$ cat config.mk
export PLATFORM = sky130hd
export DESIGN_NAME = pwm_clkgen_dual
export DESIGN_NICKNAME = d
export VERILOG_FILES = /design/src/rtl/pwmclk_pkg.sv /design/src/rtl/pwmclk_prescaler.sv /design/src/rtl/pwmclk_divider.sv /design/src/rtl/pwmclk_gen.sv /design/src/rtl/pwm_clkgen_dual.sv
export SDC_FILE = /design/constraint.sdc
export NUM_CORES = 1
export LEC_CHECK = 0
export CORE_UTILIZATION = 45
export DETAILED_ROUTE_END_ITERATION = 10
export DONT_BUFFER_PORTS = 1
export SLEW_MARGIN = 20
export SYNTH_ARGS = -nofsm -noshare
export SYNTH_HDL_FRONTEND = slang
export SYNTH_HIERARCHICAL = 1
export SYNTH_SLANG_ARGS = --single-unit
$ cat constraint.sdc
create_clock -name clk -period 5.8 [get_ports clk]
set_clock_uncertainty 0.05 [all_clocks]
set_input_delay 1.16 -clock clk [delete_from_list [all_inputs] [get_ports clk]]
set_output_delay 1.16 -clock clk [all_outputs]
set_load 0.02 [all_outputs]
$ cat src/rtl/pwmclk_pkg.sv
// Package: shared constants and field layout for the dual PWM clock generator.
// Assumes one configuration field per generator, laid out divisor-low, exponent-above.
package pwmclk_pkg;
    localparam int FIELD_W = 16;   // bits per generator field
    localparam int DIV_W   = 8;    // linear divisor width
    localparam int EXP_W   = 4;    // prescale exponent selector width
    localparam int EXP_MAX = 10;   // largest legal exponent
    localparam int NUM_GEN = 2;    // generators sharing the mode register

    typedef struct packed {
        logic [FIELD_W-DIV_W-EXP_W-1:0] spare;
        logic [EXP_W-1:0]               expo;
        logic [DIV_W-1:0]               divisor;
    } clk_field_t;
endpackage

$ cat src/rtl/pwmclk_prescaler.sv
// Module: power-of-two prescale stage.
// Counts master cycles and emits pre_tick once every 2^expo cycles.
// Assumes expo <= EXP_MAX whenever active is high; restart or !active zeroes the count.
module pwmclk_prescaler #(
    parameter int EXP_W   = 4,
    parameter int EXP_MAX = 10,
    localparam int PRE_W  = (EXP_MAX > 0) ? EXP_MAX : 1
) (
    input  logic             clk,
    input  logic             rst_n,
    input  logic             restart,
    input  logic             active,
    input  logic [EXP_W-1:0] expo,
    output logic             pre_tick
);
    logic [PRE_W-1:0] pre_cnt;
    logic [PRE_W-1:0] pre_mask;

    // Terminal count for the selected exponent.
    always_comb begin
        pre_mask = active ? PRE_W'((64'd1 << expo) - 64'd1) : '0;
        pre_tick = active && (pre_cnt == pre_mask);
    end

    // Free-running prescale counter, cleared on restart or while idle.
    always_ff @(posedge clk) begin
        if (!rst_n || restart || !active)
            pre_cnt <= '0;
        else if (pre_tick)
            pre_cnt <= '0;
        else
            pre_cnt <= pre_cnt + PRE_W'(1);
    end

    // the prescale count never passes its terminal value.
    a_r4_pre_bound: assert property (@(posedge clk) disable iff (!rst_n)
        active |-> (pre_cnt <= pre_mask));
endmodule

$ cat src/rtl/pwmclk_divider.sv
// Module: linear divisor stage.
// Counts prescale ticks and registers one enable pulse every `divisor` of them.
// Assumes divisor != 0 whenever active is high.
module pwmclk_divider #(
    parameter int DIV_W = 8
) (
    input  logic             clk,
    input  logic             rst_n,
    input  logic             restart,
    input  logic             active,
    input  logic [DIV_W-1:0] divisor,
    input  logic             pre_tick,
    output logic             tick_q
);
    logic [DIV_W-1:0] div_cnt;
    logic             div_last;

    // Last prescale tick of the current output period.
    always_comb div_last = (div_cnt == (divisor - DIV_W'(1)));

    // Divisor counter, advanced on prescale ticks.
    always_ff @(posedge clk) begin
        if (!rst_n || restart || !active)
            div_cnt <= '0;
        else if (pre_tick)
            div_cnt <= div_last ? '0 : div_cnt + DIV_W'(1);
    end

    // Registered one-cycle enable output.
    always_ff @(posedge clk) begin
        if (!rst_n || restart || !active)
            tick_q <= 1'b0;
        else
            tick_q <= pre_tick && div_last;
    end

    // the divisor count stays below the programmed divisor.
    a_r4_div_bound: assert property (@(posedge clk) disable iff (!rst_n)
        active |-> (div_cnt < divisor));
endmodule

$ cat src/rtl/pwmclk_gen.sv
// Module: one complete clock-enable generator (prescale stage then divisor stage).
// Decides from its field whether it is active; an illegal or zero field keeps it silent.
module pwmclk_gen #(
    parameter int DIV_W   = 8,
    parameter int EXP_W   = 4,
    parameter int EXP_MAX = 10
) (
    input  logic             clk,
    input  logic             rst_n,
    input  logic             restart,
    input  logic [DIV_W-1:0] divisor,
    input  logic [EXP_W-1:0] expo,
    output logic             tick
);
    logic active;
    logic pre_tick;

    // Generator runs only with a legal exponent and a nonzero divisor.
    always_comb active = (divisor != '0) && (expo <= EXP_W'(EXP_MAX));

    pwmclk_prescaler #(.EXP_W(EXP_W), .EXP_MAX(EXP_MAX)) u_pre (
        .clk      (clk),
        .rst_n    (rst_n),
        .restart  (restart),
        .active   (active),
        .expo     (expo),
        .pre_tick (pre_tick)
    );

    pwmclk_divider #(.DIV_W(DIV_W)) u_div (
        .clk      (clk),
        .rst_n    (rst_n),
        .restart  (restart),
        .active   (active),
        .divisor  (divisor),
        .pre_tick (pre_tick),
        .tick_q   (tick)
    );

    // an inactive generator never pulses.
    a_r7_inactive_silent: assert property (@(posedge clk) disable iff (!rst_n)
        !active |-> !tick);
    // a restart leaves the output low in the following cycle.
    a_r8_restart_quiet: assert property (@(posedge clk) disable iff (!rst_n)
        restart |=> !tick);
    // with period above one, a pulse is never followed by another.
    a_r4_single_pulse: assert property (@(posedge clk) disable iff (!rst_n)
        (tick && !restart && !(expo == '0 && divisor == DIV_W'(1))) |=> !tick);
endmodule

$ cat src/rtl/pwm_clkgen_dual.sv
// Module: top of the dual PWM clock-enable generator.
// Holds the shared mode register and restarts a generator only when its field changes.
// Assumes cfg_wr is a single-cycle strobe synchronous to clk.
module pwm_clkgen_dual
    import pwmclk_pkg::*;
#(
    parameter int N_GEN   = NUM_GEN,
    parameter int FLD_W   = FIELD_W,
    parameter int DV_W    = DIV_W,
    parameter int EX_W    = EXP_W,
    parameter int EX_MAX  = EXP_MAX,
    localparam int REG_W  = N_GEN * FLD_W
) (
    input  logic             clk,
    input  logic             rst_n,
    input  logic             cfg_wr,
    input  logic [REG_W-1:0] cfg_wdata,
    output logic [REG_W-1:0] cfg_rdata,
    output logic [N_GEN-1:0] gen_tick
);
    logic [REG_W-1:0] mode_q;
    logic [N_GEN-1:0] field_chg;

    // Mode register, written by the strobe.
    always_ff @(posedge clk) begin
        if (!rst_n)
            mode_q <= '0;
        else if (cfg_wr)
            mode_q <= cfg_wdata;
    end

    // Readback of the whole register.
    always_comb cfg_rdata = mode_q;

    for (genvar g = 0; g < N_GEN; g++) begin : g_gen
        // A write restarts this generator only when its own field differs.
        always_comb field_chg[g] = cfg_wr &&
            (cfg_wdata[g*FLD_W +: FLD_W] != mode_q[g*FLD_W +: FLD_W]);

        pwmclk_gen #(.DIV_W(DV_W), .EXP_W(EX_W), .EXP_MAX(EX_MAX)) u_gen (
            .clk     (clk),
            .rst_n   (rst_n),
            .restart (field_chg[g]),
            .divisor (mode_q[g*FLD_W +: DV_W]),
            .expo    (mode_q[g*FLD_W + DV_W +: EX_W]),
            .tick    (gen_tick[g])
        );
    end

    // readback shows the written word after a write.
    a_r2_readback: assert property (@(posedge clk) disable iff (!rst_n)
        cfg_wr |=> (cfg_rdata == $past(cfg_wdata)));
endmodule

* Word-level counts from Yosys, hierarchy flattened *
Index checks and enable logic that the tools add are counted.

cells by class
  equality and inequality tests = 6
  order comparisons = 2
  add/sub/neg operators = 8
  reductions and logical operators = 19
  multiplexer cells = 4
  shift operators = 2

operator list
  operator                                            number
  inequality test 16 bit                              2
  adder 10 x 1 -> 10 bit, second input constant       2
  == test 10 bit                                      2
  two-way mux 10 bit                                  2
  left shift 1 x 4 -> 10 bit, first input constant    2
  subtractor 10 x 1 -> 10 bit, second input constant  2
  adder 8 x 1 -> 8 bit, second input constant         2
  == test 8 bit                                       2
  two-way mux 8 bit                                   2
  nonzero test 8 bit                                  2
  subtractor 8 x 1 -> 8 bit, second input constant    2
  <= comparator 4 bit, second input constant          2
  logical AND 1 bit                                   8
  logical OR 1 bit                                    4
  OR reduction 2 bit                                  2
  logical NOT 1 bit                                   3

storage, ports and cells
  register bits after elaboration = 70
  word-level logic and storage cells = 48
  output and inout port bits = 34
  bits of input ports = 35

* Depth between registers and ports, before layout *
Gate-level depths: netlist (run 1).

  word-level depth = 6
  mapped depth = 17
  mapped depth without buffers = 13

* Hierarchy *
The synthesis (run 1) kept the hierarchy.

modules (own cells, without submodules)
  module                                  seq. area each (µm²)  area each (µm²)  instances  cells an instance
  pwmclk_prescaler                        200.2                 843.3            2          100
  pwm_clkgen_dual                         640.6                 1570.3           1          145
  pwmclk_divider at g_gen[1].u_gen.u_div  180.2                 739.5            1          86
  pwmclk_divider at g_gen[0].u_gen.u_div  180.2                 681.9            1          79
  pwmclk_gen                              0.0                   40.0             2          4

* Worst setup path after synthesis (run 1) *
No wires, ideal clock.

  kind = reg-to-reg
  from = reg mode_q[24] (netlist: cfg_rdata[24])
  to = reg g_gen[1].u_gen.u_div.div_cnt[7]
  data required time = 5.663 ns
  data arrival time = 3.647 ns
  setup slack = 2.016 ns
  period minus slack after synthesis = 3.784 ns
  buffers on the path = 4
  cell stages (with the launch flop) = 17
  path through = dfxtp_1 > buf_6 > or4_4 > ha_1 > clkbuf_1 > or3_1 > a21o_1 > nand3_1 > o211ai_1 > nor4_4 > buf_6 > clkbuf_1 > nand4_1 > nor2_1 > nand3_1 > xor2_1 > a211oi_1

between the ends
  longest elaborated chain between the ends = 5

RTL lines
  what                                                               line                                      source
  start: declaration                                                 pwm_clkgen_dual.sv:21                     logic [REG_W-1:0] mode_q;
  start signal: assignment                                           pwm_clkgen_dual.sv:29                     mode_q <= cfg_wdata;
  left shift 1 x 4 -> 10 bit or <= comparator 4 bit (tied branches)  pwmclk_prescaler.sv:21, pwmclk_gen.sv:19
  subtractor 10 x 1 -> 10 bit or logical AND 1 bit (tied branches)   pwmclk_prescaler.sv:21, pwmclk_gen.sv:19
  two-way mux 10 bit                                                 pwmclk_prescaler.sv:21                    pre_mask = active ? PRE_W'((64'd1 << expo) - 64'd1) : '0;
  == test 10 bit                                                     pwmclk_prescaler.sv:22                    pre_tick = active && (pre_cnt == pre_mask);
  logical AND 1 bit *                                                pwmclk_prescaler.sv:22
  via g_gen[1].u_gen.pre_tick                                        pwmclk_gen.sv:16                          logic pre_tick;
  end signal: assignment                                             pwmclk_divider.sv:26                      div_cnt <= div_last ? '0 : div_cnt + DIV_W'(1);
  end: declaration                                                   pwmclk_divider.sv:15                      logic [DIV_W-1:0] div_cnt;

The timed path passes the listed nets; every way through them passes the cells marked *.
A chain may end at the register's enable or synchronous reset.

* Worst setup path in the final report (run 1) *
  from = reg mode_q[27] (netlist: cfg_rdata[27])
  to = reg g_gen[1].u_gen.u_div.div_cnt[7]

The elaborated chain is that of the path after synthesis.

==> impl_metrics.csv, run 1 <==
group,metric,value,unit
status,run_status,"completed",
sta,fin_crit_sh,69.3,%
sta,maxSlewViolCount,0,
global_route,grt_most_used_layer,"met2",
pwr,totalPowerFinal,1.25,mW
synthesis,post_synth_main_area_contributors,"dfxtp_1 29%, xnor2_1 9.8%, mux2i_1 7.2%",
sta,setup_violations,0,
worst_setup_path,critical_path_depth,12,
global_route,grt_usage,19.5,%
worst_setup_path,critical_path.reg2reg.startpoint,"cfg_rdata[27]",
place,number_of_buffers_inserted_by_port_buffering,0,
clock_tree,clockRootBuffer,"clkbuf_8",
synthesis,ys.warnings.count,6,
clock_tree,clock_tree.htree_level_count,3,
floorplanning,chipHeight,105,microns
synthesis,dominant_combinational_cell_family_by_area_after_synthesis,"simple AND/OR/NAND/NOR gates",
layout,drive_above_1_share,13.6,%
worst_setup_path,crit_path_cell_trace,"or4_4 -> ha_1 -> or3_1 -> a21o_1 -> nand3_1 -> o211ai_1 -> nor4_4 -> nand4_1 -> nor2_1 -> nand3_1 -> xor2_1 -> a211oi_1",
layout,number_of_nets_in_the_layout,545,
worst_setup_path,cp_slowest_stage_delay,0.64,ns
worst_setup_path,critical_path.top_delay_family,"simple AND/OR/NAND/NOR gates",
global_route,grt_use_met3,3.37,%
clock_tree,cts.sink_count,70,
global_route,grt_pass1_wl,17.2,mm
routing,viasPerCell,5.66,
synthesis,yosys.cell_count.top_type,"dfxtp_1",
floorplanning,core_area,10300,sq um
sta,setup_ws,1.78,ns
clock_tree,cts_setup_buffers,0,
layout,area.growth.synth_to_final,5.42,%
clock_tree,tritoncts.num_buffers,9,
synthesis,synth.ff_latch_count,70,
worst_setup_path,r2r-end,"g_gen[1].u_gen/u_div/div_cnt[7]",
synthesis,syn-cell-area,4760,sq um
synthesis,syn_inst,518,
worst_setup_path,worstPathMaxFanout,18,
worst_setup_path,crit_path_top_delay_cell,"or4_4",
worst_setup_path,critical_path.startpoint,"cfg_rdata[27]",
global_route,grt_util_met2,32.1,%
sta,finalHoldViolCount,0,
clock_tree,cts_hold_buffers,0,
global_route,number_of_global_route_vias_before_repair,3490,
clock_tree,tritoncts_clock_tree,"built",
worst_setup_path,startpoint_type,"flop",
worst_setup_path,crit_end,"g_gen[1].u_gen/u_div/div_cnt[7]",
sta,tightest_slew,0.815,ns
synthesis,synthesis.area_per_instance,9.19,sq um
synthesis,synth.area.mux_share,7.15,%
synthesis,synthXorXnorAreaFrac,16.0,%
global_route,sum_of_overflow_across_all_layers_after_global_routing,0,
worst_setup_path,critical_path.endpoint_type,"flop",
synthesis,synthesized_area_fraction_occupied_by_ao_oa_aoi_and_oai_cells,12.5,%
worst_setup_path,crit_type,"reg2reg",
place,gp_congestion,0.826,
layout,final_core_utilization,48.8,%
synthesis,ys_top_cells_by_count,"70 x dfxtp_1, 53 x xnor2_1, 38 x nor2b_1",
worst_setup_path,timing.critical_path.required,6.02,ns
layout,antennaDiodeCount,0,
global_route,grt_util_met1,25.6,%
place,dp.final_hpwl,7.53,mm
place,place_worst_setup_slack,1.79,ns
floorplanning,overall_die_area,11000,sq um
synthesis,synth_largest_type_area_fraction,29.5,%
synthesis,number_of_enable_flip_flop_cells_after_synthesis,0,
worst_hold_path,min-delay-path-class,"reg2reg",
sta,fin_hold_ws,0.482,ns
synthesis,synth.largest_area_cell,"dfxtp_1",
worst_setup_path,reg2reg_slack,1.78,ns
clock_tree,clk-insertion-delay-late,0.35,ns
worst_setup_path,path_common_cell,"nand3_1",
synthesis,dominantRegCellSynth,"dfxtp_1",
sta,worst_slew_margin_rel,45.6,%
sta,finalSetupTns,0,ns
sta,min_period,4.02,ns
synthesis,synth_nets,561,
sta,highest_clock_rate,249,MHz
routing,drt_iter0_markers,138,
synthesis,share_of_synthesized_registers_carrying_an_async_set_or_reset,0,%
clock_tree,cts_repair_resize_count,0,
routing,drc_errors,0,
floorplanning,floorplan.rows,37,
routing,dr.pass1.iters,4,
sta,rsz_0062_raised_after_global_routing,"no",
floorplanning,die_width,105,microns
worst_setup_path,worst-path-buf-inv,0,
worst_setup_path,r2r.worst_path.cells,12,
clock_tree,clkSlewWorstSetupHoldPaths,0.08,ns
floorplanning,initial_core_util,46.3,%
global_route,grt_antenna_before_repair,0,
job,max-cap-violations,0,
routing,route.vias.total,3641,
routing,antenna_left,0,
worst_setup_path,worst-endpoint-arrival,4.24,ns
synthesis,synth_cell_type_count,65,
synthesis,yosysSeqAreaShare,29.5,%
pwr,static-leakage-power,1.70,nW
synthesis,post_synth_and_or_nand_nor_area_fraction,28.6,%
pwr,peakVddDrop,0.000112,V
pwr,power-per-cell-area,249,nW/um^2
global_route,grt_max_degree,37,
synthesis,yosys.area_share.adder,2.10,%
floorplanning,ioPinCount,69,
routing,wire_per_inst,16.6,microns
routing,wl,10.7,mm
clock_tree,clockBufferDepth,2,
-- metrics by stage --
step | cells | area (sq um)
final | 643 | 5020
after global routing | 643 | 5020
after CTS | 643 | 5020
after detailed placement | 627 | 4780
after global placement | 627 | 4780
after floorplan | 518 | 4760
-- cell families (layout without fill, tap and decap cells) --
family,count (synthesis),count (layout)
AND/OR/NAND/NOR,207,207
XOR/XNOR,85,85
AO/OA/AOI/OAI,76,76
flip-flops,70,70
buffers and inverters,38,27
multiplexers,34,34
adder cells (fa/ha/maj),8,8
-- cell usage in the layout, fill, tap and decap left out, drive strengths merged, types with 3 or more instances in the layout --
| master | Yosys | layout |
|---|---|---|
| and3 | 5 | 5 |
| mux2i | 34 | 34 |
| nand2b | 14 | 14 |
| nor3 | 7 | 7 |
| ha | 8 | 8 |
| nor4 | 29 | 29 |
| inv | 9 | 9 |
| o21bai | 3 | 3 |
| a211o | 3 | 3 |
| o22ai | 5 | 5 |
| nand3 | 22 | 22 |
| o21ai | 10 | 10 |
| xnor2 | 55 | 55 |
| xor2 | 30 | 30 |
| a21oi | 13 | 13 |
| a21o | 6 | 6 |
| nand2 | 34 | 34 |
| nor2 | 23 | 23 |
| o211ai | 5 | 5 |
| nor2b | 38 | 38 |
| o2111ai | 3 | 3 |
| dfxtp | 70 | 70 |
| a211oi | 7 | 7 |
| or2 | 4 | 4 |
| nand4 | 15 | 15 |
| or3 | 3 | 3 |
| bufinv | 0 | 3 |
| nand3b | 6 | 6 |
| clkbuf | 10 | 10 |
-- state kept, by name, indices dropped and copies added, names as in the netlist --
| name | count |
|---|---|
| cfg_rdata | 32 |
| g_gen.u_gen/u_div/div_cnt | 16 |
| g_gen.u_gen/u_div/tick_q | 2 |
| g_gen.u_gen/u_pre/pre_cnt | 20 |
-- per-layer routing --
layer  wire length (microns)  share of wire [%]
met5                       0                  0
met1                    5080                 48
met3                     434                4.1
met4                      99               0.93
met2                    5050                 47
-- how the worst min path moves through the flow --
stage | startpoint | slack, ns | end | cells after the start
2_1_floorplan | g_gen[1].u_gen/u_div/div_cnt[1] | 0.43 | g_gen[1].u_gen/u_div/div_cnt[1] | 2
3_3_place_gp | g_gen[1].u_gen/u_div/div_cnt[1] | 0.47 | g_gen[1].u_gen/u_div/div_cnt[1] | 2
3_5_place_dp | g_gen[1].u_gen/u_div/div_cnt[1] | 0.47 | g_gen[1].u_gen/u_div/div_cnt[1] | 2
4_1_cts | g_gen[1].u_gen/u_div/div_cnt[1] | 0.48 | g_gen[1].u_gen/u_div/div_cnt[1] | 2
5_1_grt | g_gen[1].u_gen/u_div/div_cnt[0] | 0.52 | g_gen[1].u_gen/u_div/div_cnt[0] | 2
6_report | g_gen[1].u_gen/u_div/div_cnt[1] | 0.48 | g_gen[1].u_gen/u_div/div_cnt[1] | 2
-- layout make-up --
cell class	count	area, sq um
Multi-Input combinational cell	410	3160
Sequential cell	70	1400
Clock buffer	10	128
Timing Repair Buffer	2	15.0
Fill cell	991	5260
Clock inverter	6	110
Tap cell	136	170
Inverter	9	33.8
-- report_power, final --
part           leakage [nW]  internal, mW  switching (mW)
combinational          1.01         0.106           0.108
clock                 0.112         0.285           0.194
sequential            0.571         0.495          0.0574
total                  1.70         0.887           0.360
-- tightest hold or removal path, cell delays in order (launching register included) --
cell and delay [ns]:
dfxtp_1 0.35, nand2_1 0.08, a21oi_1 0.06
Power figures use the tool's default switching activity.
==> run 2: changes to the inputs <==
Clock period 5.8 ns to 3.8 ns, I/O delays scaled along.
==> impl_metrics.csv, run 2 (synthesized netlist as in run 1, its figures left out) <==
group,metric,value,unit
worst_setup_path,crit_type,"reg2reg",
worst_setup_path,timing.critical_path.required,4.02,ns
global_route,grt_antenna_before_repair,0,
worst_setup_path,worstPathMaxFanout,19,
pwr,static-leakage-power,1.79,nW
global_route,grt_pass1_wl,18.3,mm
clock_tree,clockRootBuffer,"clkbuf_8",
place,dp.final_hpwl,7.93,mm
floorplanning,chipHeight,105,microns
routing,wire_per_inst,16.7,microns
clock_tree,cts.sink_count,70,
clock_tree,cts_setup_buffers,0,
routing,drt_iter0_markers,109,
place,gp_congestion,0.835,
pwr,power.combinational.fraction,23.2,%
sta,setup_ws,0.396,ns
routing,wl,11.1,mm
clock_tree,clock_tree.htree_level_count,3,
sta,maxSlewViolCount,0,
floorplanning,die_width,105,microns
floorplanning,initial_core_util,46.3,%
layout,antennaDiodeCount,0,
sta,rsz_0062_raised_after_global_routing,"no",
clock_tree,cts_hold_buffers,0,
layout,largest_register_ffs,32,
clock_tree,cts_repair_resize_count,0,
sta,finalHoldViolCount,0,
pwr,power_switching,548,uW
sta,fin_crit_sh,89.6,%
sta,finalSetupTns,0,ns
global_route,number_of_global_route_vias_before_repair,3627,
place,place_worst_setup_slack,0.461,ns
routing,drc_errors,0,
place,number_of_buffers_inserted_by_port_buffering,0,
clock_tree,clkSlewWorstSetupHoldPaths,0.07,ns
global_route,grt_usage,20.9,%
worst_setup_path,startpoint_type,"flop",
worst_setup_path,cp_slowest_stage_delay,0.46,ns
worst_setup_path,worst-endpoint-arrival,3.62,ns
routing,dr.pass1.iters,4,
worst_hold_path,min-delay-path-class,"in2reg",
floorplanning,ioPinCount,69,
pwr,totalPowerFinal,1.75,mW
routing,viasPerCell,5.67,
worst_setup_path,critical_path.endpoint_type,"flop",
layout,area.growth.synth_to_final,7.89,%
pwr,pwr-share-clk,31.8,%
status,run_status,"completed",
pwr,p_int,1.21,mW
sta,fin_hold_ws,0.479,ns
sta,highest_clock_rate,294,MHz
global_route,sum_of_overflow_across_all_layers_after_global_routing,0,
sta,min_period,3.40,ns
floorplanning,core_area,10300,sq um
routing,antenna_left,0,
job,max-cap-violations,0,
layout,most-common-layout-cells,"70 x dfxtp_1, 53 x xnor2_1, 38 x nor2b_1, 34 x mux2i_1, 34 x nand2_1",
worst_setup_path,crit_path_top_delay_cell,"or4_4",
global_route,grt_max_degree,37,
worst_setup_path,worst-path-buf-inv,1,
place,postPlaceCellArea,4960,sq um
pwr,peakVddDrop,0.000188,V
layout,number_of_nets_in_the_layout,569,
sta,worst_slew_margin_rel,49.8,%
clock_tree,clockBufferDepth,2,
clock_tree,tritoncts.num_buffers,9,
sta,tightest_slew,0.753,ns
worst_setup_path,crit_path_cell_trace,"or4_4 -> ha_1 -> or3_1 -> a21o_1 -> nand3_1 -> o211ai_1 -> nor4_4 -> buf_4 -> nand4_1 -> nor2_1 -> xnor2_1 -> a211oi_1",
layout,design_area,5130,sq um
layout,layout.cells.most_common,"dfxtp_1",
pwr,power-per-cell-area,342,nW/um^2
clock_tree,clk-insertion-delay-late,0.36,ns
clock_tree,tritoncts_clock_tree,"built",
layout,drive_above_1_share,17.4,%
sta,setup_violations,0,
worst_setup_path,critical_path.top_delay_family,"simple AND/OR/NAND/NOR gates",
floorplanning,floorplan.rows,37,
pwr,sw_frac_of_total,31.2,%
routing,route.vias.total,3778,
pwr,power_frac_seq,45.0,%
floorplanning,overall_die_area,11000,sq um
run 2: cell count changes in the layout (fill, tap and decap cells not counted):
cell       delta
buf_4        +24
bufinv_16     -3
clkbuf_8      +2
run 2: layout make-up:
type                       instances  area (sq um)
tap                              136           170
fill                            1006          5140
multi-input combinational        410          3160
clock inverter                     3          20.0
clock buffer                      12           155
timing repair buffer              26           195
sequential                        70          1400
inverter                           9          33.8
run 2: worst paths after layout:
check                                        from                              end  slack (ns)  cells after the start
setup / recovery                    cfg_rdata[26]  g_gen[1].u_gen/u_div/div_cnt[6]        0.40                     12
hold / removal                              rst_n                    cfg_rdata[25]        0.48                      1
hold reg to reg   g_gen[1].u_gen/u_div/div_cnt[1]  g_gen[1].u_gen/u_div/div_cnt[1]        0.50                      2
setup reg to reg                    cfg_rdata[26]  g_gen[1].u_gen/u_div/div_cnt[6]        0.40                     12
run 2: power groups by stage:
stage,logic (mW),clock network (mW),registers (mW)
finish,0.408,0.558,0.789
global route,0.448,0.606,0.793
CTS,0.409,0.573,0.789
detailed placement,0.406,0,0.807
global placement,0.399,0,0.806
floorplan,0.309,0,0.836
run 2: per-layer routing:
metal  wire length [microns]  share of wire, %  up-vias  global-route usage, %
met3                     590               5.3       15                   4.24
met5                       0                 0        -                      0
met4                     231               2.1        0                   8.65
met1                    5300                48     1810                   29.1
met2                    4990                45       88                   31.4
li1                        -                 -     1865                      -
run 2: through the flow:
step	std cells	utilization [%]
finish	666	50.0
CTS	666	50.0
floorplan	518	-
global route	666	50.0
detailed placement	651	48.2
global placement	651	48.2
run 2: worst register-to-register path: stages, from the launching register on:
cell	delay [ns]
dfxtp_1	0.43
or4_4	0.46
ha_1	0.33
or3_1	0.41
a21o_1	0.18
nand3_1	0.08
o211ai_1	0.13
nor4_4	0.30
buf_4	0.33
nand4_1	0.18
nor2_1	0.16
xnor2_1	0.07
a211oi_1	0.21
==> run 3: changes to the inputs <==
Settings changed: DONT_BUFFER_PORTS 1 to unset, PLACE_DENSITY set to 0.68.
Clock period 3.8 ns to 4 ns, I/O delays scaled along.
==> impl_metrics.csv, run 3 (synthesized netlist as in run 1, its figures left out) <==
group,metric,value,unit
worst_setup_path,crit_path_top_delay_cell,"or4_4",
sta,highest_clock_rate,288,MHz
routing,route.vias.total,3983,
clock_tree,clockBufferDepth,2,
worst_setup_path,timing.critical_path.required,4.21,ns
worst_setup_path,critical_path.top_delay_family,"simple AND/OR/NAND/NOR gates",
clock_tree,clk-insertion-delay-late,0.34,ns
global_route,grt_antenna_before_repair,0,
routing,wl,11.4,mm
layout,drive_above_1_share,12.9,%
sta,tightest_slew,0.729,ns
layout,number_of_nets_in_the_layout,618,
worst_setup_path,worstPathMaxFanout,19,
worst_setup_path,critical_path.endpoint_type,"flop",
routing,antenna_left,0,
clock_tree,cts_repair_resize_count,0,
global_route,number_of_global_route_vias_before_repair,3709,
floorplanning,core_area,10300,sq um
sta,finalSetupTns,0,ns
layout,design_area,5680,sq um
routing,wire_per_inst,15.9,microns
sta,finalHoldViolCount,0,
pwr,power-per-cell-area,309,nW/um^2
clock_tree,cts_setup_buffers,0,
sta,setup_violations,0,
pwr,totalPowerFinal,1.75,mW
floorplanning,initial_core_util,46.3,%
sta,fin_hold_ws,0.471,ns
layout,area.growth.synth_to_final,19.3,%
sta,rsz_0062_raised_after_global_routing,"no",
place,dp.final_hpwl,8.21,mm
clock_tree,clkSlewWorstSetupHoldPaths,0.08,ns
floorplanning,overall_die_area,11000,sq um
layout,largest_register_ffs,32,
layout,most-common-layout-cells,"70 x dfxtp_1, 67 x clkdlybuf4s50_1, 53 x xnor2_1, 38 x nor2b_1",
place,gp_congestion,0.858,
layout,antennaDiodeCount,0,
floorplanning,die_width,105,microns
sta,worst_slew_margin_rel,51.3,%
routing,dr.pass1.iters,5,
clock_tree,tritoncts.num_buffers,9,
worst_setup_path,startpoint_type,"flop",
floorplanning,ioPinCount,69,
layout,layout.cells.most_common,"dfxtp_1",
place,number_of_buffers_inserted_by_port_buffering,68,
clock_tree,clock_tree.htree_level_count,3,
worst_setup_path,crit_path_cell_trace,"or4_4 -> ha_1 -> or3_1 -> a21o_1 -> nand3_1 -> o211ai_1 -> nor4_4 -> buf_4 -> nand4_1 -> nor2_1 -> xnor2_1 -> a211oi_1",
clock_tree,cts.sink_count,70,
global_route,grt_usage,21.3,%
floorplanning,chipHeight,105,microns
place,postPlaceCellArea,5490,sq um
clock_tree,tritoncts_clock_tree,"built",
floorplanning,floorplan.rows,37,
routing,viasPerCell,5.56,
worst_hold_path,min-delay-path-class,"reg2reg",
global_route,sum_of_overflow_across_all_layers_after_global_routing,0,
worst_setup_path,worst-path-buf-inv,1,
worst_setup_path,cp_slowest_stage_delay,0.57,ns
global_route,grt_max_degree,21,
routing,drc_errors,0,
job,max-cap-violations,0,
worst_setup_path,crit_type,"reg2reg",
clock_tree,cts_hold_buffers,0,
global_route,grt_pass1_wl,18.9,mm
pwr,static-leakage-power,1.96,nW
sta,fin_crit_sh,86.8,%
sta,min_period,3.47,ns
sta,maxSlewViolCount,0,
worst_setup_path,worst-endpoint-arrival,3.68,ns
clock_tree,clockRootBuffer,"clkbuf_8",
pwr,peakVddDrop,0.000129,V
routing,drt_iter0_markers,228,
status,run_status,"completed",
## run 3: changes by cell type in the layout (fill, tap and decap cells not counted)
cell and delta:
buf_2 +1, buf_4 -19, clkbuf_8 +1, clkdlybuf4s50_1 +67, clkinv_2 +1, clkinvlp_4 -1
## run 3: layout make-up
class | instances | area [sq um]
Sequential cell | 70 | 1400
Multi-Input combinational cell | 410 | 3160
Fill cell | 949 | 4600
Clock inverter | 3 | 17.5
Inverter | 9 | 33.8
Clock buffer | 13 | 169
Timing Repair Buffer | 75 | 728
Tap cell | 136 | 170
## run 3: per-stage QoR
| stage | setup WS (ns) | utilization (%) | instances |
|---|---|---|---|
| after floorplan | 0.216 | - | 518 |
| after global placement | 0.655 | 53.4 | 700 |
| after detailed placement | 0.533 | 53.4 | 700 |
| after CTS | 0.530 | 55.2 | 716 |
| after global routing | 0.291 | 55.2 | 716 |
| final | 0.529 | 55.2 | 716 |
## run 3: worst paths after layout
check / start / end / slack, ns / cells after the start
setup / recovery: cfg_rdata[24] / g_gen[1].u_gen/u_div/div_cnt[6] / 0.53 / 12
hold / removal: g_gen[1].u_gen/u_div/div_cnt[1] / g_gen[1].u_gen/u_div/div_cnt[1] / 0.47 / 2
setup reg to reg: cfg_rdata[24] / g_gen[1].u_gen/u_div/div_cnt[6] / 0.53 / 12
hold reg to reg: g_gen[1].u_gen/u_div/div_cnt[1] / g_gen[1].u_gen/u_div/div_cnt[1] / 0.47 / 2
## run 3: layer usage
| metal | track usage (%) | vias up | routed length [microns] |
|---|---|---|---|
| met2 | 31.9 | 97 | 5180 |
| li1 | - | 1965 | - |
| met4 | 7.24 | 0 | 125 |
| met3 | 3.12 | 10 | 425 |
| met1 | 31.1 | 1911 | 5680 |
| met5 | 0 | - | 0 |
## run 3: where the power goes
part | total [mW] | switching [mW] | internal, mW
registers | 0.773 | 0.0541 | 0.718
logic | 0.438 | 0.223 | 0.215
clock network | 0.543 | 0.268 | 0.275
total | 1.75 | 0.545 | 1.21
## run 3: worst register-to-register path, delay by kind of cell, from the launching register on
family / cells / cell delay [ns]
and+or+nand+nor: 6 / 1.65
buffers and inverters: 1 / 0.32
DFF: 1 / 0.44
adders and majority gates: 1 / 0.31
AOI/OAI and AO/OA: 3 / 0.53
xor gates and xnor gates: 1 / 0.08
